===== config.mk =====
export PLATFORM = sky130hd
export DESIGN_NAME = owcrc_cmp
export DESIGN_NICKNAME = d
export VERILOG_FILES = /design/src/rtl/owcrc_pkg.sv /design/src/rtl/owcrc_cmp.sv
export SDC_FILE = /design/constraint.sdc
export NUM_CORES = 1
export LEC_CHECK = 0
export ABC_CLOCK_PERIOD_IN_PS = 2250
export BUFFER_PORTS_ARGS = -buffer_cell sky130_fd_sc_hd__buf_2
export CAP_MARGIN = 5
export CORE_AREA = 3 3 40 42
export CTS_CLUSTER_SIZE = 14
export DETAILED_ROUTE_END_ITERATION = 10
export DIE_AREA = 0 0 43 45
export PLACE_DENSITY = 0.51
export SETUP_SLACK_MARGIN = 0.2
export SKIP_LAST_GASP = 1
export SYNTH_ARGS = -nofsm -noshare
export SYNTH_HDL_FRONTEND = slang
export SYNTH_SLANG_ARGS = --single-unit
export TNS_END_PERCENT = 100

===== constraint.sdc =====
create_clock -name clk -period 2.25 [get_ports clk]
set_clock_uncertainty 0.2 [all_clocks]
set_input_delay 0.3375 -clock clk [delete_from_list [all_inputs] [get_ports clk]]
set_output_delay 0.3375 -clock clk [all_outputs]
set_load 0.05 [all_outputs]

===== src/rtl/owcrc_pkg.sv =====
package owcrc_pkg;
  localparam int CRC_W      = 16;
  localparam int CRC8_W     = 8;
  localparam logic [CRC8_W-1:0] POLY8_REFL  = 8'h8C;
  localparam logic [CRC_W-1:0]  POLY16_REFL = 16'hA001;
  localparam logic [CRC8_W-1:0] RESID8      = 8'h00;
  localparam logic [CRC_W-1:0]  RESID16     = 16'hB001;

  typedef enum logic [0:0] {CMP_IDLE = 1'b0, CMP_EVAL = 1'b1} cmp_state_t;

  function automatic logic [CRC_W-1:0] crc_step(input logic [CRC_W-1:0] cur,
                                                input logic b,
                                                input logic wide);
    logic fb;
    logic [CRC8_W-1:0] n8;
    logic [CRC_W-1:0] n16;
    fb  = cur[0] ^ b;
    n8  = cur[CRC8_W-1:0] >> 1;
    n16 = cur >> 1;
    if (fb) begin
      n8  = n8 ^ POLY8_REFL;
      n16 = n16 ^ POLY16_REFL;
    end
    crc_step = wide ? n16 : {{(CRC_W-CRC8_W){1'b0}}, n8};
  endfunction
endpackage


===== src/rtl/owcrc_cmp.sv =====
module owcrc_cmp
  import owcrc_pkg::*;
(
  input  logic             clk,
  input  logic             rst,
  input  logic             start,
  input  logic             mode16,
  input  logic [CRC_W-1:0] crc,
  input  logic             done_clr,
  output logic             busy,
  output logic             mismatch,
  output logic             done
);
  cmp_state_t state;
  logic       bad;

  always_comb begin
    if (mode16) bad = (crc != RESID16);
    else        bad = (crc[CRC8_W-1:0] != RESID8);
  end

  assign busy = (state == CMP_EVAL);

  always_ff @(posedge clk) begin
    if (rst) begin
      state    <= CMP_IDLE;
      mismatch <= 1'b0;
      done     <= 1'b0;
    end else begin
      case (state)
        CMP_IDLE: begin
          if (done_clr) done <= 1'b0;
          if (start) begin
            state    <= CMP_EVAL;
            mismatch <= 1'b0;
          end
        end
        default: begin
          state    <= CMP_IDLE;
          mismatch <= bad;
          done     <= 1'b1;
        end
      endcase
    end
  end
endmodule


==> results of run 1 <==
[stage by stage]
| step | area (um^2) | utilization (%) | hold slack [ns] | setup WS [ns] |
|---|---|---|---|---|
| 3_3_place_gp | 294 | 22.9 | 0.269 | 0.917 |
| 3_5_place_dp | 294 | 22.9 | 0.278 | 0.947 |
| 4_1_cts | 320 | 24.9 | 0.0887 | 0.743 |
| 5_1_grt | 320 | 24.9 | 0.113 | 0.669 |
| 2_1_floorplan | 160 | - | 0.209 | 0.927 |
| 6_report | 320 | 24.9 | 0.106 | 0.759 |
[cell usage in the layout (no fill, tap or decap)]
cell type   n
clkbuf_4    3
nor4b_2     1
nor3_1      1
and4b_1     1
nor2_1      2
o32ai_1     1
nor4_1      1
and4_1      1
o211ai_1    1
clkbuf_1    1
nor4bb_1    1
buf_2      23
a21oi_1     2
dfxtp_1     3
inv_1       3
[power groups by stage]
| stage | Clock (W) | Sequential [W] | Combinational [W] |
|---|---|---|---|
| global route | 0.000108 | 0.0000605 | 0.0000456 |
| CTS | 0.000106 | 0.0000597 | 0.0000416 |
| finish | 0.0000976 | 0.0000597 | 0.0000411 |
| detailed placement | 0 | 0.0000606 | 0.0000415 |
| floorplan | 0 | 0.0000726 | 0.00000703 |
| global placement | 0 | 0.0000605 | 0.0000413 |
[state kept, by name (all words and copies together), names as in the netlist]
register / count
busy: 1
done: 1
mismatch: 1
[layer usage]
layer / up-vias / global-route usage, % / part of all wire, %
li1: 122 / - / -
met1: 95 / 7.69 / 38
met2: 27 / 9.28 / 37
met3: 0 / 4.78 / 25
met4: 0 / 7.23 / 0
met5: - / 0 / 0
[worst max-delay path by stage]
stage / endpoint / cells after the start / slack [ns]
3_3_place_gp: mismatch$_SDFFE_PP0P_ / 4 / 0.92
6_report: busy / 1 / 0.76
2_1_floorplan: mismatch$_SDFFE_PP0P_ / 2 / 0.93
5_1_grt: busy / 1 / 0.67
3_5_place_dp: mismatch$_SDFFE_PP0P_ / 4 / 0.95
4_1_cts: busy / 1 / 0.74
[logic make-up (layout without fill, tap and decap cells)]
| logic type | Yosys count | in the layout | synth area share [%] |
|---|---|---|---|
| flip-flops | 3 | 3 | 37.5 |
| buffers and inverters | 3 | 30 | 7.03 |
| AO/OA/AOI/OAI | 4 | 4 | 16.4 |
| AND/OR/NAND/NOR | 8 | 8 | 39.1 |
[layout make-up]
type	count	area (um^2)	share of cell area (%)
Timing Repair Buffer	23	115	35.9
Multi-Input combinational cell	12	88.8	27.7
Tap cell	15	18.8	5.86
Sequential cell	3	60.1	18.8
Clock buffer	4	26.3	8.20
Inverter	3	11.3	3.52
==> out/metrics.yaml, run 1 <==
run_status:
  status: "finished, final reports clean"
logic_synthesis:
  synth_cell_types: 12
  syn_area_um2: 160
  synth-edff-count: 0
  synth.largest_area_cell: "dfxtp_1"
  synth_area_leaders: "dfxtp_1 38%, nor4b_2 9.4%, inv_1 7.0%, a21oi_1 6.3%, and4b_1 6.3%"
  synthTopCellsByCount: "3 x dfxtp_1, 3 x inv_1, 2 x a21oi_1, 2 x nor2_1"
  avgSynthCellArea_um2: 8.90
  yosysTopAreaCellShare_pct: 37.5
  dominantRegCellSynth: "dfxtp_1"
  synth_seq_cells: 3
  syn_inst: 18
  yosys_warnings: 0
  yosysSeqAreaShare_pct: 37.5
  syn_nets: 39
  async_reset_ff_share_pct: 0
timing:
  fin_crit_sh_pct: 66.3
  grt_setup_unrepaired: "no"
  period_needed_ns: 1.49
  tightest_slew_ns: 0.250
  finalHoldViolCount: 0
  fmax_mhz: 671
  fin_setup_tns_ns: 0
  relSlewSlack_pct: 83.4
  setup_viol: 0
  finalMaxSlewViolations: 0
layout:
  syn_to_final_growth_pct: 100
  drive_above_1_share_pct: 60.0
  fin_nets: 67
  final_cell_count_no_fill: 60
  diodes: 0
  nFillCells: 148
cts:
  clk_pin_slew_ns: 0.04
  cts_tree: "built"
  ctsResizeCount: 0
  clock_path_buffers: 2
  cts_buffers: 3
  cts_root_buffer: "clkbuf_4"
  hold_buffers: 0
  cts_sinks: 3
  htreeDepth: 1
  postCtsSetupRepairBufs: 0
  insertion_delay_ns: 0.24
drt:
  drt-pass1-iter-count: 4
  avgRoutedWirePerCell_um: 8.65
  dr_total_vias: 244
  viasPerCell: 4.07
  drt_iter0_drc: 6
  drc: 0
  ant_nets: 0
  routed_wl_um: 519
global_route:
  grt_max_degree: 7
  first_global_vias: 241
  grt-ovfl-total: 0
  grt_pass1_wl_um: 959
  antenna_found_initial: 0
  grt_use_total_pct: 7.24
worst_setup_path:
  critPathKind: "register to output pin"
  crit_buf_inv: 1
  r2r_start: "busy$_SDFF_PP0_"
  cp.required_ns: 1.71
  cp_cell_sequence: "buf_2"
  cp.arrival_ns: 0.95
  max_stage_delay_ns: 0.41
  critPathSlowestCell: "dfxtp_1"
  cp-start-kind: "register"
  worstRegToRegCells: 2
  crit_family: "flip-flops"
  cp-startpoint: "busy$_SDFF_PP0_"
  crit_fanout: 6
  end_kind: "output pin"
  reg2reg_to: "mismatch$_SDFFE_PP0P_"
  r2r_slack_ns: 1.15
power_and_ir_drop:
  ir_drop_uv: 179
  leakage_nw: 0.174
  p_clk_share_pct: 49.2
  powerDensity_nw_per_um2: 619
  p_switching_w: 0.0000557
  intPower_w: 0.000143
  p_sw_share_pct: 28.1
  power_frac_comb_pct: 20.7
  power_w: 0.000198
  seq_power_share_pct: 30.1
place:
  place_inst: 56
  routabilityCongestion: 0.623
  io_buffer_count: 23
  place_hpwl_um: 429
die:
  die_x_um: 43
  die_height_um: 45
  io-pin-count: 24
  initial_core_util_pct: 12.5
  die-area_um2: 1940
  rows: 13
  core_um2: 1280
hold_path:
  hold_start: "rst"
  hold_end: "busy$_SDFF_PP0_"
  hold_depth: 2
  holdCritPathClass: "primary input to register"
run:
  max-cap-violations: 0
Power figures use the tool's default switching activity.
==> inputs of run 2 (changes only) <==
- ABC_CLOCK_PERIOD_IN_PS: 2250 -> 1500
- clock period: 2.25 -> 1.5 ns (I/O delays scaled with it)
==> run 2 against run 1 <==
Effect of this change: critical endpoint unchanged; flip-flop and latch count is the same; clock-buffer cell count is the same; critical path type unchanged; non-clock buffer count grew 1; register-to-register slack lost 0.73 ns; largest power group unchanged; largest cell class unchanged.
==> out/metrics.yaml, run 2 (synthesized netlist as in run 1, its figures left out) <==
timing:
  setup_viol: 0  # unchanged
  finalHoldViolCount: 0  # unchanged
  fin_crit_sh_pct: 82.6
  fin_setup_tns_ns: 0  # unchanged
  tightest_slew_ns: 0.253  # +0.00242 ns
  fmax_mhz: 807
  relSlewSlack_pct: 83.3  # -0.16 points
  period_needed_ns: 1.24
  finalMaxSlewViolations: 0  # unchanged
  grt_setup_unrepaired: "no"
worst_setup_path:
  end_kind: "output pin"
  crit_buf_inv: 1  # unchanged
  critPathSlowestCell: "dfxtp_2"
  cp.required_ns: 1.07  # -0.64 ns
  crit_family: "flip-flops"
  cp.arrival_ns: 0.81  # -0.14 ns
  crit_fanout: 6  # unchanged
  cp_cell_sequence: "buf_4"
  max_stage_delay_ns: 0.37  # -0.04 ns
  critPathKind: "register to output pin"
  cp-start-kind: "register"
global_route:
  first_global_vias: 221  # -8.3%
  grt_use_total_pct: 5.99  # -1.2 points
  antenna_found_initial: 0  # unchanged
  grt-ovfl-total: 0  # unchanged
  grt_pass1_wl_um: 848  # -12%
  grt_max_degree: 7  # unchanged
layout:
  final_common_cell: "buf_2"
  final_cell_mix: "22 x buf_2, 3 x inv_1, 3 x clkbuf_4"
  nFillCells: 148  # unchanged
  syn_to_final_growth_pct: 109
  diodes: 0  # unchanged
  fin_nets: 68  # +1.5%
  seqCellArea_um2: 61.3  # +2.1%
  multiInputGateArea_um2: 88.8  # unchanged
  design_area_um2: 334  # +4.3%
  drive_above_1_share_pct: 60.9  # +0.87 points
  utilization_pct: 26.0  # +1.1 points
cts:
  clock_path_buffers: 2  # unchanged
  cts_tree: "built"
  cts_root_buffer: "clkbuf_4"
  cts_sinks: 3  # unchanged
  cts_buffers: 3  # unchanged
  insertion_delay_ns: 0.23  # about the same
  postCtsSetupRepairBufs: 0  # unchanged
  clk_pin_slew_ns: 0.04  # about the same
  htreeDepth: 1  # unchanged
power_and_ir_drop:
  ir_drop_uv: 264  # +47%
  powerDensity_nw_per_um2: 890  # +44%
  power_w: 0.000297  # +50%
  leakage_nw: 0.179  # +2.7%
drt:
  routed_wl_um: 512  # -1.3%
  drt-pass1-iter-count: 1  # -3
  ant_nets: 0  # unchanged
  avgRoutedWirePerCell_um: 8.39  # -3.0%
  drc: 0  # unchanged
  drt_iter0_drc: 0  # -6
  viasPerCell: 3.89  # -4.5%
  dr_total_vias: 237  # -2.9%
die:
  die_height_um: 45  # unchanged
  core_um2: 1280  # unchanged
  rows: 13  # unchanged
  die-area_um2: 1940  # unchanged
  io-pin-count: 24  # unchanged
  initial_core_util_pct: 12.5  # unchanged
  die_x_um: 43  # unchanged
place:
  routabilityCongestion: 0.603  # -3.2%
  place_area_um2: 295  # +0.43%
  io_buffer_count: 23  # unchanged
run:
  max-cap-violations: 0  # unchanged
run_status:
  status: "finished, final reports clean"
hold_path:
  holdCritPathClass: "primary input to register"
==> run 2: stage by stage <==
step	hold slack (ns)	setup WS (ns)	std cells
after floorplan	0.0887	0.287	18
after global placement	0.237	0.300	56
after detailed placement	0.242	0.295	56
after CTS	0.0203	0.249	61
after global routing	0.0499	0.221	61
final	0.0310	0.261	61
==> run 2: layer usage <==
metal / GRT usage (%) / wire length, um
met1: 7.21 / 214
met2: 7.19 / 180
met3: 5.98 / 118
met4: 1.81 / 0
met5: 0 / 0
==> run 2: power by group <==
group | internal, W | switching (W)
Clock | 0.0000998 | 0.0000428
Sequential | 0.0000859 | 0.00000395
Combinational | 0.0000311 | 0.0000339
==> run 2: area by class of cell <==
type	count	share of cell area, %
Timing Repair Buffer	24	38.2
Multi-Input combinational cell	12	26.6
Sequential cell	3	18.4
Clock buffer	4	7.87
Tap cell	15	5.62
Inverter	3	3.37
==> run 2: timing repair <==
action                     in CTS  in global routing
resized for setup               1                  0
hold endpoints to repair        1                  0
hold buffers                    1                  0
setup endpoints to repair       1                  0
==> run 2: final timing paths <==
check | cells after the start | slack [ns] | from | end
worst max register to register | 2 | 0.42 | busy$_SDFF_PP0_ | mismatch$_SDFFE_PP0P_
worst min register to register | 1 | 0.27 | busy$_SDFF_PP0_ | busy$_SDFF_PP0_
worst max-delay path | 1 | 0.26 | busy$_SDFF_PP0_ | busy
worst min-delay path | 3 | 0.03 | start | busy$_SDFF_PP0_
==> run 2: worst min-delay path: stages <==
cell	delay (ns)
buf_2	0.10
inv_1	0.06
nor3_1	0.05
